--- config.mk ---
export PLATFORM = sky130hd
export DESIGN_NAME = pf_supervisor
export DESIGN_NICKNAME = d
export VERILOG_FILES = /design/src/rtl/pf_pkg.sv /design/src/rtl/pf_flag_filter.sv /design/src/rtl/pf_recall_ctl.sv /design/src/rtl/pf_store_ctl.sv /design/src/rtl/pf_supervisor.sv
export SDC_FILE = /design/constraint.sdc
export NUM_CORES = 1
export LEC_CHECK = 0
export BUFFER_PORTS_ARGS = -buffer_cell sky130_fd_sc_hd__buf_2
export CAP_MARGIN = 30
export CORE_MARGIN = 8
export CORE_UTILIZATION = 55
export DETAILED_ROUTE_END_ITERATION = 10
export PLACE_DENSITY = 0.75
export RECOVER_POWER = 100
export SLEW_MARGIN = 20
export SYNTH_ARGS = -nofsm -noshare
export SYNTH_HDL_FRONTEND = slang
export SYNTH_SLANG_ARGS = --single-unit
--- constraint.sdc ---
create_clock -name clk_i -period 2.6 [get_ports clk_i]
set_input_delay 0.52 -clock clk_i [delete_from_list [all_inputs] [get_ports clk_i]]
set_output_delay 0.52 -clock clk_i [all_outputs]
set_load 0.01 [all_outputs]
--- src/rtl/pf_pkg.sv ---
package pf_pkg;
  typedef enum logic [1:0] {
    ST_IDLE  = 2'd0,
    ST_PULSE = 2'd1,
    ST_STORE = 2'd2
  } st_e;

  localparam int unsigned NUM_FLAGS = 2;
  localparam int unsigned FLAG_SW   = 0;
  localparam int unsigned FLAG_RST  = 1;
endpackage

--- src/rtl/pf_flag_filter.sv ---
module pf_flag_filter #(
  parameter int unsigned DEB_CYC = 8,
  parameter bit          RST_VAL = 1'b1
) (
  input  logic clk_i,
  input  logic rst_ni,
  input  logic raw_i,
  output logic filt_o
);
  localparam int unsigned CW = (DEB_CYC < 2) ? 1 : $clog2(DEB_CYC);
  localparam logic [CW-1:0] LAST = CW'(DEB_CYC - 1);

  logic          s1_q, s2_q;
  logic [CW-1:0] cnt_q;

  always_ff @(posedge clk_i or negedge rst_ni) begin
    if (!rst_ni) begin
      s1_q   <= RST_VAL;
      s2_q   <= RST_VAL;
      filt_o <= RST_VAL;
      cnt_q  <= '0;
    end else begin
      s1_q <= raw_i;
      s2_q <= s1_q;
      if (s2_q == filt_o) begin
        cnt_q <= '0;
      end else if (cnt_q == LAST) begin
        filt_o <= s2_q;
        cnt_q  <= '0;
      end else begin
        cnt_q <= cnt_q + 1'b1;
      end
    end
  end

  // filtered level only moves to a value the synchronizer already held
  p_filt_agree_r2: assert property (@(posedge clk_i) disable iff (!rst_ni)
    (filt_o != $past(filt_o)) |-> ($past(s2_q) == filt_o));
endmodule

--- src/rtl/pf_recall_ctl.sv ---
module pf_recall_ctl #(
  parameter int unsigned RESTORE_CYC = 55000
) (
  input  logic clk_i,
  input  logic rst_ni,
  input  logic sw_f_i,
  input  logic rst_f_i,
  output logic recall_req_o,
  output logic restore_o
);
  localparam int unsigned CW = $clog2(RESTORE_CYC + 1);

  logic          pend_q;
  logic [CW-1:0] cnt_q;
  logic          start;

  assign start = pend_q && !restore_o && !sw_f_i && !rst_f_i;

  always_ff @(posedge clk_i or negedge rst_ni) begin
    if (!rst_ni) begin
      pend_q       <= 1'b1;
      recall_req_o <= 1'b0;
      restore_o    <= 1'b0;
      cnt_q        <= '0;
    end else begin
      recall_req_o <= 1'b0;
      if (rst_f_i) pend_q <= 1'b1;
      if (start) begin
        pend_q       <= 1'b0;
        recall_req_o <= 1'b1;
        restore_o    <= 1'b1;
        cnt_q        <= CW'(RESTORE_CYC - 1);
      end else if (restore_o) begin
        if (cnt_q == '0) restore_o <= 1'b0;
        else             cnt_q     <= cnt_q - 1'b1;
      end
    end
  end

  p_recall_above_r3: assert property (@(posedge clk_i) disable iff (!rst_ni)
    recall_req_o |-> !$past(sw_f_i));
  p_blk_with_req_r3: assert property (@(posedge clk_i) disable iff (!rst_ni)
    $rose(restore_o) |-> recall_req_o);
  p_recall_needs_pend_r4: assert property (@(posedge clk_i) disable iff (!rst_ni)
    recall_req_o |-> $past(pend_q));
endmodule

--- src/rtl/pf_store_ctl.sv ---
module pf_store_ctl
  import pf_pkg::*;
#(
  parameter int unsigned PULSE_CYC = 100,
  parameter int unsigned STORE_CYC = 1000000
) (
  input  logic clk_i,
  input  logic rst_ni,
  input  logic sw_f_i,
  input  logic strap_i,
  input  logic mem_write_i,
  input  logic inh_i,
  input  logic nv_clr_i,
  input  logic sense_i,
  output logic busy_pd_o,
  output logic store_req_o
);
  localparam int unsigned MAXC = (PULSE_CYC > STORE_CYC) ? PULSE_CYC : STORE_CYC;
  localparam int unsigned CW   = $clog2(MAXC + 1);

  st_e           st_q;
  logic [CW-1:0] cnt_q;
  logic          seen_q, dirty_q, sw_q;
  logic          p1_q, p2_q, p3_q;
  logic          auto_trig, ext_trig, pin_low;

  assign pin_low   = !p2_q;
  assign auto_trig = sw_f_i && !sw_q && !strap_i;
  assign ext_trig  = p3_q && pin_low && !sw_f_i && dirty_q;
  assign busy_pd_o = (st_q != ST_IDLE);

  always_ff @(posedge clk_i or negedge rst_ni) begin
    if (!rst_ni) begin
      p1_q <= 1'b1;
      p2_q <= 1'b1;
      p3_q <= 1'b1;
      sw_q <= 1'b1;
    end else begin
      p1_q <= sense_i;
      p2_q <= p1_q;
      p3_q <= p2_q;
      sw_q <= sw_f_i;
    end
  end

  always_ff @(posedge clk_i or negedge rst_ni) begin
    if (!rst_ni)                      dirty_q <= 1'b0;
    else if (store_req_o || nv_clr_i) dirty_q <= 1'b0;
    else if (mem_write_i && !inh_i)   dirty_q <= 1'b1;
  end

  always_ff @(posedge clk_i or negedge rst_ni) begin
    if (!rst_ni) begin
      st_q        <= ST_IDLE;
      cnt_q       <= '0;
      seen_q      <= 1'b0;
      store_req_o <= 1'b0;
    end else begin
      store_req_o <= 1'b0;
      unique case (st_q)
        ST_IDLE: begin
          if (auto_trig) begin
            st_q   <= ST_PULSE;
            cnt_q  <= CW'(PULSE_CYC - 1);
            seen_q <= 1'b0;
          end else if (ext_trig) begin
            st_q        <= ST_STORE;
            cnt_q       <= CW'(STORE_CYC - 1);
            store_req_o <= 1'b1;
          end
        end
        ST_PULSE: begin
          if (pin_low) seen_q <= 1'b1;
          if (cnt_q == '0) begin
            if ((seen_q || pin_low) && dirty_q) begin
              st_q        <= ST_STORE;
              cnt_q       <= CW'(STORE_CYC - 1);
              store_req_o <= 1'b1;
            end else begin
              st_q <= ST_IDLE;
            end
          end else begin
            cnt_q <= cnt_q - 1'b1;
          end
        end
        ST_STORE: begin
          if (cnt_q == '0) st_q  <= ST_IDLE;
          else             cnt_q <= cnt_q - 1'b1;
        end
        default: st_q <= ST_IDLE;
      endcase
    end
  end

  p_req_needs_dirty_r7: assert property (@(posedge clk_i) disable iff (!rst_ni)
    store_req_o |-> $past(dirty_q));
  p_req_holds_busy_r7: assert property (@(posedge clk_i) disable iff (!rst_ni)
    store_req_o |-> busy_pd_o);
  p_inh_keeps_clean_r8: assert property (@(posedge clk_i) disable iff (!rst_ni)
    (!dirty_q && inh_i) |=> !dirty_q);
  p_strap_no_pulse_r9: assert property (@(posedge clk_i) disable iff (!rst_ni)
    (st_q == ST_IDLE && strap_i) |=> (st_q != ST_PULSE));
  p_ext_below_r10: assert property (@(posedge clk_i) disable iff (!rst_ni)
    (st_q == ST_IDLE && sw_f_i) |=> !store_req_o);
  p_abort_r11: assert property (@(posedge clk_i) disable iff (!rst_ni)
    (st_q == ST_PULSE && cnt_q == '0 && !seen_q && !pin_low) |=> (!store_req_o && !busy_pd_o));
endmodule

--- src/rtl/pf_supervisor.sv ---
module pf_supervisor
  import pf_pkg::*;
#(
  parameter int unsigned DEB_CYC     = 8,
  parameter int unsigned PULSE_CYC   = 100,
  parameter int unsigned STORE_CYC   = 1000000,
  parameter int unsigned RESTORE_CYC = 55000
) (
  input  logic clk_i,
  input  logic rst_ni,
  input  logic below_sw_i,
  input  logic below_rst_i,
  input  logic strap_i,
  input  logic mem_write_i,
  input  logic busy_sense_i,
  output logic busy_pd_o,
  output logic store_req_o,
  output logic recall_req_o,
  output logic write_inh_o,
  output logic access_blk_o
);
  logic [NUM_FLAGS-1:0] raw, filt;

  assign raw[FLAG_SW]  = below_sw_i;
  assign raw[FLAG_RST] = below_rst_i;

  for (genvar g = 0; g < NUM_FLAGS; g++) begin : g_flt
    pf_flag_filter #(.DEB_CYC(DEB_CYC), .RST_VAL(1'b1)) u_flt (
      .clk_i  (clk_i),
      .rst_ni (rst_ni),
      .raw_i  (raw[g]),
      .filt_o (filt[g])
    );
  end

  pf_recall_ctl #(.RESTORE_CYC(RESTORE_CYC)) u_rcl (
    .clk_i        (clk_i),
    .rst_ni       (rst_ni),
    .sw_f_i       (filt[FLAG_SW]),
    .rst_f_i      (filt[FLAG_RST]),
    .recall_req_o (recall_req_o),
    .restore_o    (access_blk_o)
  );

  pf_store_ctl #(.PULSE_CYC(PULSE_CYC), .STORE_CYC(STORE_CYC)) u_sto (
    .clk_i       (clk_i),
    .rst_ni      (rst_ni),
    .sw_f_i      (filt[FLAG_SW]),
    .strap_i     (strap_i),
    .mem_write_i (mem_write_i),
    .inh_i       (write_inh_o),
    .nv_clr_i    (recall_req_o),
    .sense_i     (busy_sense_i),
    .busy_pd_o   (busy_pd_o),
    .store_req_o (store_req_o)
  );

  assign write_inh_o = filt[FLAG_SW] || busy_pd_o || access_blk_o;
endmodule

==> After elaboration in Yosys (flattened, before gate mapping) <==
Index checks and enable logic that the tools add are counted.
{ "word_totals": {"regBits": 60, "in_bits": 7, "output_inout_bits": 5, "word_cells": 112} }
{ "op_classes": {"addsub": 4, "eq_ne": 14, "muxes": 35, "bitwise": 2, "reduce_logical": 36} }
{ "op_table": {"columns": ["cell", "n"], "rows": [
  ["$mux W20", 5],
  ["$pmux W20 S3", 1],
  ["$mux W16", 3],
  ["$logic_not A20 Y1", 1],
  ["$sub A20 B1 Y20 const B", 1],
  ["$logic_not A16 Y1", 1],
  ["$sub A16 B1 Y16 const B", 1],
  ["$mux W1", 14],
  ["$mux W3", 4],
  ["$logic_and A1 B1 Y1", 10],
  ["$mux W2", 5],
  ["$reduce_bool A2 Y1", 5],
  ["$ne A2 B1 Y1 const B", 4],
  ["$logic_not A1 Y1", 7],
  ["$add A3 B1 Y3 const B", 2],
  ["$eq A3 B3 Y1 const B", 2],
  ["$pmux W2 S3", 1],
  ["$reduce_and A2 Y1", 3],
  ["$reduce_and A3 Y1", 2],
  ["$logic_or A1 B1 Y1", 4],
  ["$ne A2 B2 Y1 const B", 2],
  ["$pmux W1 S2", 2],
  ["$reduce_and A4 Y1", 1],
  ["$ne A3 B1 Y1 const B", 1],
  ["7 further kinds", 9]
]} }

==> Longest topological paths before layout <==
{ "depth": {"ltp_word": 7, "mapped_depth": 9, "ltp_nobuf": 7} }

==> Modules after synthesis <==
A second synthesis with hierarchy kept.
{ "hier_totals": {"hier_cells": 318, "area_unflattened_um2": 3164.3} }
{ "modules_own_cells": {"columns": ["module", "instances", "cells_per_inst", "area_each_um2", "seq_area_each_um2"], "rows": [
  ["pf_store_ctl", 1, 194, 1735.4, 730.7],
  ["pf_recall_ctl", 1, 97, 974.7, 476.7],
  ["pf_flag_filter", 2, 13, 224.0, 153.9],
  ["pf_supervisor", 1, 1, 6.3, 0.0]
]} }

==> Least setup slack after synthesis <==
OpenSTA, ideal clock, no wires.
{ "synth_timing": {"path_kind": "register -> register", "from": "register u_sto.cnt_q[0]", "to": "register u_sto.cnt_q[13]", "setup_ns": 0.126, "arrival_ns": 2.310, "required_ns": 2.474, "path_slack_ns": 0.164, "path_stages_with_launch": 8, "n_path_buf": 0, "period_less_slack_ns": 2.436, "cell_sequence": "dfrtp_1 -> inv_1 -> ha_1 -> or4b_1 -> or4_4 -> o31ai_4 -> nor2_2 -> a221o_1"} }
{ "synth_between": {"elab_chain_cells": 3, "elab_cells_between_ends": 8, "classes_between": "add/sub: 1; eq/ne: 2; mux: 3; reduce/logical: 2"} }
{ "synth_rtl": {"columns": ["element", "line", "rtl"], "rows": [
  ["from (decl)", "pf_store_ctl.sv:22", "logic [CW-1:0] cnt_q;"],
  ["from (signal assigned)", "pf_store_ctl.sv:64", "cnt_q <= CW'(PULSE_CYC - 1);"],
  ["from (signal assigned)", "pf_store_ctl.sv:68", "cnt_q <= CW'(STORE_CYC - 1);"],
  ["from (signal assigned)", "pf_store_ctl.sv:77", "cnt_q <= CW'(STORE_CYC - 1);"],
  ["$sub A20 B1 Y20 or $logic_not A20 Y1 (tied branches)", null, null],
  ["$mux W20 (tied with other cells)", "pf_store_ctl.sv:87", "if (cnt_q == '0) st_q <= ST_IDLE;"],
  ["$pmux W20 S3 or $reduce_and A4 Y1 (tied branches)", null, null]
]} }
Several ways; a longest one is shown, not always the timed one. The select of a mux whose other input is x is not followed.
A chain may end at the register's enable or synchronous reset.

==> Worst setup path after layout <==
{ "layout_timing": {"from": "register u_sto.cnt_q[1]", "to": "register u_sto.cnt_q[13]"} }
The elaborated chain is that of the path after synthesis.

==> impl_metrics.csv <==
group,metric,value,unit
run_status,status,"finished, violations left",
run_status,violations,"capacitance limit",
synth,ys_seq_area_share,47.8,%
routing,drcViolationCount,0,
timing,slew_violations,0,
synth,synth_compound_area_share,20.9,%
die,die_w,91.9,um
synth,synth_xor_xnor_area_share,1.66,%
synth,yosysUniqueCellTypes,62,
timing,worst_clock_skew,8.93,ps
power,power.density,1220,nW/um^2
finish,num_antenna_cells,0,
finish,fillerInstances,463,
critical_path,worstReg2RegStart,"u_sto.cnt_q[1]$_DFFE_PN0P_",
timing,finalSetupViolations,0,
die,core_area,5540,um^2
critical_path,crit_required,2820,ps
clock_tree,htree_levels,3,
synth,netlist_top_cells_area,"dfrtp_1 39%, dfstp_2 9.1%, ha_1 4.3%",
synth,synth.net_count,327,
global_routing,grt_pass1_wl,12200,um
clock_tree,cts_num_sinks,60,
critical_path,reg2reg_slack,60,ps
placed_design,place_area,3410,um^2
finish,fin_area,3590,um^2
synth,synth_cells,309,
die,io_pins,12,
global_routing,grt_start_max_net_pins,28,
synth,yosysTopAreaCellShare,38.7,%
synth,synth_ff_type,"dfrtp_1",
global_routing,antenna_found_initial,0,
synth,yosys.area.top_type,"dfrtp_1",
hold_path,whs_endpoint,"g_flt[1].u_flt.s1_q$_DFF_PN1_",
routing,antenna_left,0,
synth,synth-simple-area-share,20.9,%
timing,clock.fmax,0.394,GHz
critical_path,cp_cell_sequence,"inv_2 -> ha_1 -> or4b_4 -> or4_4 -> o31ai_4 -> buf_6 -> nor2_2 -> a221o_1",
critical_path,cp-start-kind,"flop",
hold_path,min_from,"below_rst_i",
timing,setup-tns-final,0,ps
global_routing,grt_pass1_vias,2671,
timing,fin_crit,2540,ps
clock_tree,cts_root_buf,"clkbuf_8",
hold_path,hold_path_depth,1,
critical_path,critPathKind,"flop to flop",
critical_path,rr_worst_depth,8,
finish,mostFrequentLayoutCells,"49 x dfrtp_1, 23 x nor2_1, 17 x nor3_1",
power,vdd_drop_max,0.000607,V
synth,syn-mean-instance-area,10.3,um^2
finish,area_delta_synth_final,13.3,%
critical_path,slowest_stage,"or4_4",
placed_design,numPortBuffers,11,
routing,drtIter0Drc,158,
timing,worst_pin_slew,1500,ps
routing,wl_per_cell,17.0,um
global_routing,track_usage,17.9,%
global_routing,grt_remaining_overflow,0,
timing,max_slew_margin,0.0341,%
placed_design,dp_hpwl,5070,um
clock_tree,clk_pin_slew,70,ps
synth,synthAdderAreaFrac,4.34,%
clock_tree,tritoncts,"built",
power,p_leak,0.00146,uW
critical_path,max_stage_delay,480,ps
die,die_h,91.9,um
critical_path,cp_max_fo,7,
critical_path,timing.rr.end,"u_sto.cnt_q[13]$_DFFE_PN0P_",
placed_design,gp_congestion,0.894,
finish,drive_gt1_share,16.7,%
finish,fin_nets,360,
routing,vias,2648,
critical_path,arrival,2760,ps
flow_run,cap_violations,1,
routing,drt_pre_antenna_iters,4,
synth,synth_top_family_by_area,"simple AND/OR/NAND/NOR gates",
hold_path,hp-class,"primary input to flop",
synth,synthArstFlopShare,100,%
die,row_count,27,
finish,final_common_cell,"dfrtp_1",
routing,wl,7120,um
clock_tree,clk_path_buf_depth,2,
synth,syn_area,3170,um^2
timing,period_share,97.6,%
timing,rsz0062_at_grt,"true",
synth,ys_seq_elements,60,
synth,synthMuxAreaShare,1.03,%
die,start_util,57.2,%
clock_tree,cts_buffers,9,
die,die_area,8440,um^2
synth,yosysWarningCount,0,
synth,synth_edf_count,0,
clock_tree,worst_skew_pair.late_latency,340,ps
timing,hold_violations,0,
critical_path,crit_path_end_kind,"flop",
routing,via_per_inst,6.32,
[cell usage after synthesis, drive strengths merged, types with 3 or more instances]
cell	count
or3	11
xor2	4
a22o	5
a21boi	3
nand4b	3
nand2	15
o21ai	12
inv	11
o311ai	3
o22a	5
a31oi	14
o31ai	3
nor2	24
nand3	5
and2	4
nor4	10
o22ai	3
clkbuf	4
o211ai	4
o32a	4
dfstp	11
o41ai	3
nor3	17
a21oi	14
dfrtp	49
ha	11
nor3b	5
or4	8
buf	7
or4b	3
a211oi	3
[repair_timing]
item / 4_1_cts / 5_1_grt
hold buffers: 0 / 0
endpoints found under the setup margin: 0 / 14
setup buffers: 0 / 1
gates resized for setup: 0 / 4
[worst max-delay path, delay by kind of cell, from the launching register on]
family	cells	cell delay, ps
simple gates	3	1010
compound gates	2	600
buf+inv	2	230
fa+ha+maj	1	150
flops	1	420
[final cells by class]
class | instances | area (um^2) | share of cell area [%]
clock inverter | 7 | 67.6 | 1.88
timing repair buffer | 33 | 198 | 5.51
tap | 72 | 90.1 | 2.51
sequential | 60 | 1520 | 42.2
clock buffer | 9 | 124 | 3.45
inverter | 12 | 45.0 | 1.26
multi-input combinational | 226 | 1550 | 43.2
[metal layers]
| layer | vias up | GRT usage [%] | share of wire (%) |
|---|---|---|---|
| met5 | - | 0 | 0 |
| met4 | 0 | 8.05 | 2.4 |
| met3 | 17 | 4.73 | 5.5 |
| met2 | 92 | 29.5 | 48 |
| met1 | 1281 | 21.4 | 44 |
| li1 | 1258 | - | - |
[registers in the layout, indices dropped and copies added, names as in the netlist]
| name | flops |
|---|---|
| u_sto.st_q | 2 |
| u_sto.sw_q | 1 |
| u_rcl.recall_req_o | 1 |
| g_flt.u_flt.s2_q | 2 |
| u_sto.p1_q | 1 |
| u_sto.p2_q | 1 |
| g_flt.u_flt.cnt_q | 6 |
| u_sto.dirty_q | 1 |
| u_rcl.cnt_q | 16 |
| u_sto.seen_q | 1 |
| g_flt.u_flt.filt_o | 2 |
| u_rcl.restore_o | 1 |
| u_sto.p3_q | 1 |
| u_sto.store_req_o | 1 |
| u_rcl.pend_q | 1 |
| u_sto.cnt_q | 20 |
| g_flt.u_flt.s1_q | 2 |
[per-stage QoR]
step	util [%]	setup WS, ps	total power [uW]	std cells	hold WS [ps]
after floorplan	-	164	2930	309	224
after global placement	61.5	122	3450	402	346
after detailed placement	61.5	62.4	3530	402	347
after CTS	65.0	55.2	4370	418	197
after global routing	64.8	-10.1	4680	419	258
final	64.8	63.3	4370	419	277
[cell families after synthesis]
logic type                 after synthesis
muxes                                    3
adders and majority gates               11
and+or+nand+nor                        117
AOI/OAI and AO/OA                       89
xor gates and xnor gates                 6
DFF                                     60
buffers and inverters                   23
[report_power, final]
group / internal, uW / leakage, uW / total (uW) / switching [uW]
Sequential: 1270 / 0.000713 / 1610 / 340
Combinational: 845 / 0.000648 / 1940 / 1090
Clock: 438 / 0.000103 / 820 / 382
[worst max path at each step]
stage / end / slack (ps) / start / depth (start not counted)
floorplan: u_sto.cnt_q[13]$_DFFE_PN0P_ / 160 / u_sto.cnt_q[0]$_DFFE_PN0P_ / 7
global placement: u_sto.cnt_q[11]$_DFFE_PN0P_ / 120 / u_sto.cnt_q[0]$_DFFE_PN0P_ / 8
detailed placement: u_sto.cnt_q[16]$_DFFE_PN0P_ / 60 / u_sto.cnt_q[1]$_DFFE_PN0P_ / 8
CTS: u_sto.cnt_q[16]$_DFFE_PN0P_ / 60 / u_sto.cnt_q[1]$_DFFE_PN0P_ / 8
global route: u_sto.cnt_q[0]$_DFFE_PN0P_ / -10 / u_sto.cnt_q[0]$_DFFE_PN0P_ / 7
finish: u_sto.cnt_q[13]$_DFFE_PN0P_ / 60 / u_sto.cnt_q[1]$_DFFE_PN0P_ / 8
Note: power is estimated with default switching activity, not from simulation.
